===== src/rtl/spi_regbank_slave.sv =====
module spi_regbank_slave #(
  parameter int BYTE_W      = 8,
  parameter int SYNC_STAGES = 2
) (
  input  logic              clk,
  input  logic              rst_n,
  input  logic              sck,
  input  logic              mosi,
  input  logic              nss_n,
  output logic              miso,
  output logic [BYTE_W-3:0] reg_addr,
  output logic [BYTE_W-1:0] reg_wdata,
  output logic              reg_we,
  input  logic [BYTE_W-1:0] reg_rdata,
  output logic              reg_re
);

  localparam int CNT_W = $clog2(BYTE_W);
  localparam logic [CNT_W-1:0] LAST_BIT = CNT_W'(BYTE_W - 1);

  typedef enum logic [1:0] {PH_CMD, PH_RD, PH_WR} phase_t;

  logic [SYNC_STAGES-1:0] sck_q, mosi_q, nss_q;
  logic                   sck_d;
  logic                   sck_s, mosi_s, nss_s;
  logic                   rise, fall, byte_done;
  logic [CNT_W-1:0]       bit_cnt;
  logic [BYTE_W-2:0]      rx_sh;
  logic [BYTE_W-1:0]      full_byte;
  logic [BYTE_W-1:0]      tx_sh;
  logic                   re_q;
  phase_t                 phase;

  assign sck_s     = sck_q[SYNC_STAGES-1];
  assign mosi_s    = mosi_q[SYNC_STAGES-1];
  assign nss_s     = nss_q[SYNC_STAGES-1];
  assign rise      = !nss_s && sck_s && !sck_d;
  assign fall      = !nss_s && !sck_s && sck_d;
  assign full_byte = {rx_sh, mosi_s};
  assign byte_done = rise && (bit_cnt == LAST_BIT);

  always_ff @(posedge clk or negedge rst_n) begin
    if (!rst_n) begin
      sck_q  <= '0;
      mosi_q <= '0;
      nss_q  <= '1;
      sck_d  <= 1'b0;
    end else begin
      sck_q  <= {sck_q[SYNC_STAGES-2:0], sck};
      mosi_q <= {mosi_q[SYNC_STAGES-2:0], mosi};
      nss_q  <= {nss_q[SYNC_STAGES-2:0], nss_n};
      sck_d  <= sck_s;
    end
  end

  always_ff @(posedge clk or negedge rst_n) begin
    if (!rst_n) begin
      bit_cnt   <= '0;
      rx_sh     <= '0;
      phase     <= PH_CMD;
      reg_addr  <= '0;
      reg_wdata <= '0;
      reg_we    <= 1'b0;
      reg_re    <= 1'b0;
    end else begin
      reg_we <= 1'b0;
      reg_re <= 1'b0;
      if (nss_s) begin
        bit_cnt <= '0;
        phase   <= PH_CMD;
      end else if (rise) begin
        rx_sh   <= full_byte[BYTE_W-2:0];
        bit_cnt <= byte_done ? '0 : bit_cnt + 1'b1;
        if (byte_done) begin
          unique case (phase)
            PH_CMD: begin
              reg_addr <= full_byte[BYTE_W-2:1];
              if (full_byte[BYTE_W-1]) begin
                reg_re <= 1'b1;
                phase  <= PH_RD;
              end else begin
                phase  <= PH_WR;
              end
            end
            PH_RD: begin
              reg_addr <= full_byte[BYTE_W-2:1];
              reg_re   <= 1'b1;
            end
            PH_WR: begin
              reg_wdata <= full_byte;
              reg_we    <= 1'b1;
            end
            default: phase <= PH_CMD;
          endcase
        end
      end
    end
  end

  always_ff @(posedge clk or negedge rst_n) begin
    if (!rst_n) re_q <= 1'b0;
    else        re_q <= reg_re;
  end

  always_ff @(posedge clk or negedge rst_n) begin
    if (!rst_n) begin
      tx_sh <= '0;
      miso  <= 1'b0;
    end else if (nss_s) begin
      tx_sh <= '0;
      miso  <= 1'b0;
    end else if (re_q && fall) begin
      miso  <= reg_rdata[BYTE_W-1];
      tx_sh <= {reg_rdata[BYTE_W-2:0], 1'b0};
    end else if (re_q) begin
      tx_sh <= reg_rdata;
    end else if (fall) begin
      miso  <= tx_sh[BYTE_W-1];
      tx_sh <= {tx_sh[BYTE_W-2:0], 1'b0};
    end
  end

  assert_strobe_excl_R6: assert property (@(posedge clk) disable iff (!rst_n)
    !(reg_we && reg_re));
  assert_we_single_R6: assert property (@(posedge clk) disable iff (!rst_n)
    reg_we |=> !reg_we);
  assert_re_single_R6: assert property (@(posedge clk) disable iff (!rst_n)
    reg_re |=> !reg_re);
  assert_miso_hold_R3: assert property (@(posedge clk) disable iff (!rst_n)
    (!nss_s && !fall) |=> $stable(miso));
  assert_idle_quiet_R8: assert property (@(posedge clk) disable iff (!rst_n)
    nss_s |=> (!reg_we && !reg_re));
  assert_wr_addr_hold_R2: assert property (@(posedge clk) disable iff (!rst_n)
    (phase == PH_WR && !nss_s) |=> $stable(reg_addr));
  assert_no_re_in_write_R4: assert property (@(posedge clk) disable iff (!rst_n)
    (phase == PH_WR && !nss_s) |=> !reg_re);

endmodule


===== config.mk =====
export PLATFORM = sky130hd
export DESIGN_NAME = spi_regbank_slave
export DESIGN_NICKNAME = d
export VERILOG_FILES = /design/src/rtl/spi_regbank_slave.sv
export SDC_FILE = /design/constraint.sdc
export NUM_CORES = 1
export LEC_CHECK = 0
export BUFFER_PORTS_ARGS = -buffer_cell sky130_fd_sc_hd__buf_2
export CAP_MARGIN = 20
export CORE_ASPECT_RATIO = 1.75
export CORE_MARGIN = 1.5
export CORE_UTILIZATION = 62
export CTS_BUF_LIST = sky130_fd_sc_hd__clkbuf_4
export DETAILED_ROUTE_END_ITERATION = 8
export PLACE_DENSITY_LB_ADDON = 0.3
export REMOVE_ABC_BUFFERS = 1
export SYNTH_ARGS = -nofsm -noshare
export SYNTH_HDL_FRONTEND = slang
export SYNTH_SLANG_ARGS = --single-unit
export TNS_END_PERCENT = 10

===== constraint.sdc =====
create_clock -name clk -period 4.2 [get_ports clk]
set_clock_uncertainty 0.1 [all_clocks]
set_input_delay 0.42 -clock clk [delete_from_list [all_inputs] [get_ports clk]]
set_output_delay 0.42 -clock clk [all_outputs]
set_load 0.03 [all_outputs]

==> reports/qor.yml <==
status: "complete, no violations"
ys_types: 24
final_util: 0.729
synthesis.area_sq_um: 1850
yosys-top-cells-count: "dfrtp_1, mux2_2, mux2i_1, nand2b_1, nor2_1"
grt_usage: 0.215
diodes: 0
synth_top_area_cell: "dfrtp_1"
setup_viol: 0
cts_buffers: 5
crit_path_start_kind: "flop"
firstDrtPassIters: 4
setup_tns_ns: 0
multi_input_area_sq_um: 689
use_met3: 0.0504
tritoncts: "yes"
worst_slew_pin_slew_ns: 0.959
portBuffers: 29
hold_viol: 0
route.vias.total: 1084
synth_edf_count: 0
max_stage_delay_ns: 0.58
rsz0062_at_grt: "no"
seq_area_frac_synth: 0.610
grt_start_max_net_pins: 46
ant_nets: 0
synthTopCellsByArea: "dfrtp_1, mux2_2, mux2i_1"
hold_buffers: 0
grt_remaining_overflow: 0
path_max_fanout: 16
h-tree-depth: 2
yosys_warnings: 0
cts_setup_buffers: 0
num_rows: 26
maxCapViolCount: 0
crit_arrival_ns: 2.15
fp.coreArea_sq_um: 2900
critPathTopFamily: "simple AND/OR/NAND/NOR gates"
cts_num_sinks: 45
synth_most_common_cell: "dfrtp_1"
power_density_nw_per_um2: 421
syn_avg_cell_area_sq_um: 14.7
grt_pass1_wl_um: 5080
crit_chain: "nor3b_4, nand3_2, mux2_2"
finalCritPeriodShare: 0.477
grt_pass1_vias: 1131
ioPinCount: 30
area_delta_synth_final_pct: 14.1
cts_root_buf: "clkbuf_4"
crit_start: "nss_q[1]$_DFF_PN1_"
die_h_um: 75.3
clockBufferDepth: 2
critPathKind: "flop to flop"
nets: 176
place_hpwl_um: 2160
maxSlewViolCount: 0
antenna_found_initial: 0
drive_above_1_share: 0.428
slew-limit-headroom: 0.360
cp_num_buf_inv: 0
fillCellCount: 204
synth.top_cell.area_share: 0.581
fmax_mhz: 499
finalPower_uw: 890
drtIter0Drc: 25
worstHoldStart: "nss_n"
synthFlopType: "dfrtp_1"
seq_area_sq_um: 1130
min_period_ns: 2.00
grtUsageMet1: 0.230
critPathRequiredTime_ns: 4.35
cp_slowest_cell: "nor3b_4"
die_w_um: 44.3
min_path_type: "input port to flop"
post_cts_resized: 0
wirelength_um: 3040
vias_per_cell: 5.80
p_leak_uw: 0.00106
endpoint_kind: "flop"
initial_core_util: 0.639
wl_per_cell_um: 16.3
top_usage_layer: "met2"
clock_latency_ns: 0.37
drc: 0
r2r-start: "nss_q[1]$_DFF_PN1_"
place.gp.congestion: 0.712
die_area_sq_um: 3330
clk_pin_slew_ns: 0.14
use_met2: 0.386
ys_ff_latch: 45
synthCells: 126
ir_worst_vdd_mv: 0.385
async_flop_share: 1.00
[layout make-up]
| type | count | area share |
|---|---|---|
| clock buffers | 5 | 0.0178 |
| clock inverters | 3 | 0.0308 |
| inverters | 3 | 0.00533 |
| multi-input cells | 74 | 0.326 |
| flip-flops and latches | 45 | 0.534 |
| well taps | 28 | 0.0166 |
| repair buffers | 29 | 0.0687 |
[logic make-up (layout without fill, tap and decap cells)]
group	after synthesis	in the layout	synth area share
DFF	45	45	0.610
muxes	33	33	0.214
and+or+nand+nor	27	27	0.0933
AOI/OAI and AO/OA	9	9	0.0311
buffers and inverters	7	40	0.0176
adders and majority gates	5	5	0.0338
[where the power goes]
group	internal, uW	switching, uW
clock network	184	137
logic	37.4	28.8
registers	468	34.7
[per-layer routing]
metal | vias up | part of all wire
li1 | 503 | -
met1 | 542 | 0.38
met2 | 31 | 0.55
met3 | 8 | 0.034
met4 | 0 | 0.029
met5 | - | 0
[registers in the layout (all words and copies together), names as in the netlist]
| signal | count |
|---|---|
| bit_cnt | 3 |
| miso | 1 |
| mosi_q | 2 |
| nss_q | 2 |
| phase | 2 |
| re_q | 1 |
| reg_addr | 6 |
| reg_re | 1 |
| reg_wdata | 8 |
| reg_we | 1 |
| rx_sh | 7 |
| sck_d | 1 |
| sck_q | 2 |
| tx_sh | 8 |
[worst reg2reg max path: stages, from the launching register on]
cell and delay [ns]:
dfstp_2 0.48, nor3b_4 0.58, nand3_2 0.35, mux2_2 0.37
[cell usage in the layout, fill, tap and decap left out, drive strengths merged, types with 5 or more instances in the layout]
cell type / netlist / layout
ha: 5 / 5
mux2: 23 / 23
buf: 3 / 29
a211oi: 5 / 5
mux2i: 7 / 7
clkbuf: 1 / 5
nor2b: 5 / 5
nand2b: 6 / 6
nor2: 7 / 7
dfrtp: 43 / 43
[path summary, 6_finish.rpt]
check / to / slack (ns) / depth (start not counted)
worst max-delay path: reg_wdata[5]$_DFFE_PN0P_ / 2.20 / 3
worst min-delay path: nss_q[0]$_DFF_PN1_ / 0.03 / 1
worst max register to register: reg_wdata[5]$_DFFE_PN0P_ / 2.20 / 3
worst min register to register: mosi_q[1]$_DFF_PN0_ / 0.26 / 0
max in group asynchronous: reg_wdata[5]$_DFFE_PN0P_ / 3.31 / 1
min in group asynchronous: bit_cnt[2]$_DFFE_PN0P_ / 0.08 / 1
[metrics by stage]
| step | cell area, sq um | worst slack (ns) | instances | hold slack (ns) |
|---|---|---|---|---|
| final | 2110 | 2.20 | 187 | 0.0314 |
| after global placement | 2010 | 2.26 | 179 | 0.232 |
| after global routing | 2110 | 2.07 | 187 | 0.0141 |
| after detailed placement | 2010 | 2.22 | 179 | 0.236 |
| after CTS | 2110 | 2.18 | 187 | 0.0257 |
| after floorplan | 1830 | 2.53 | 122 | 0.0244 |
(Power assumes the default switching activity.)
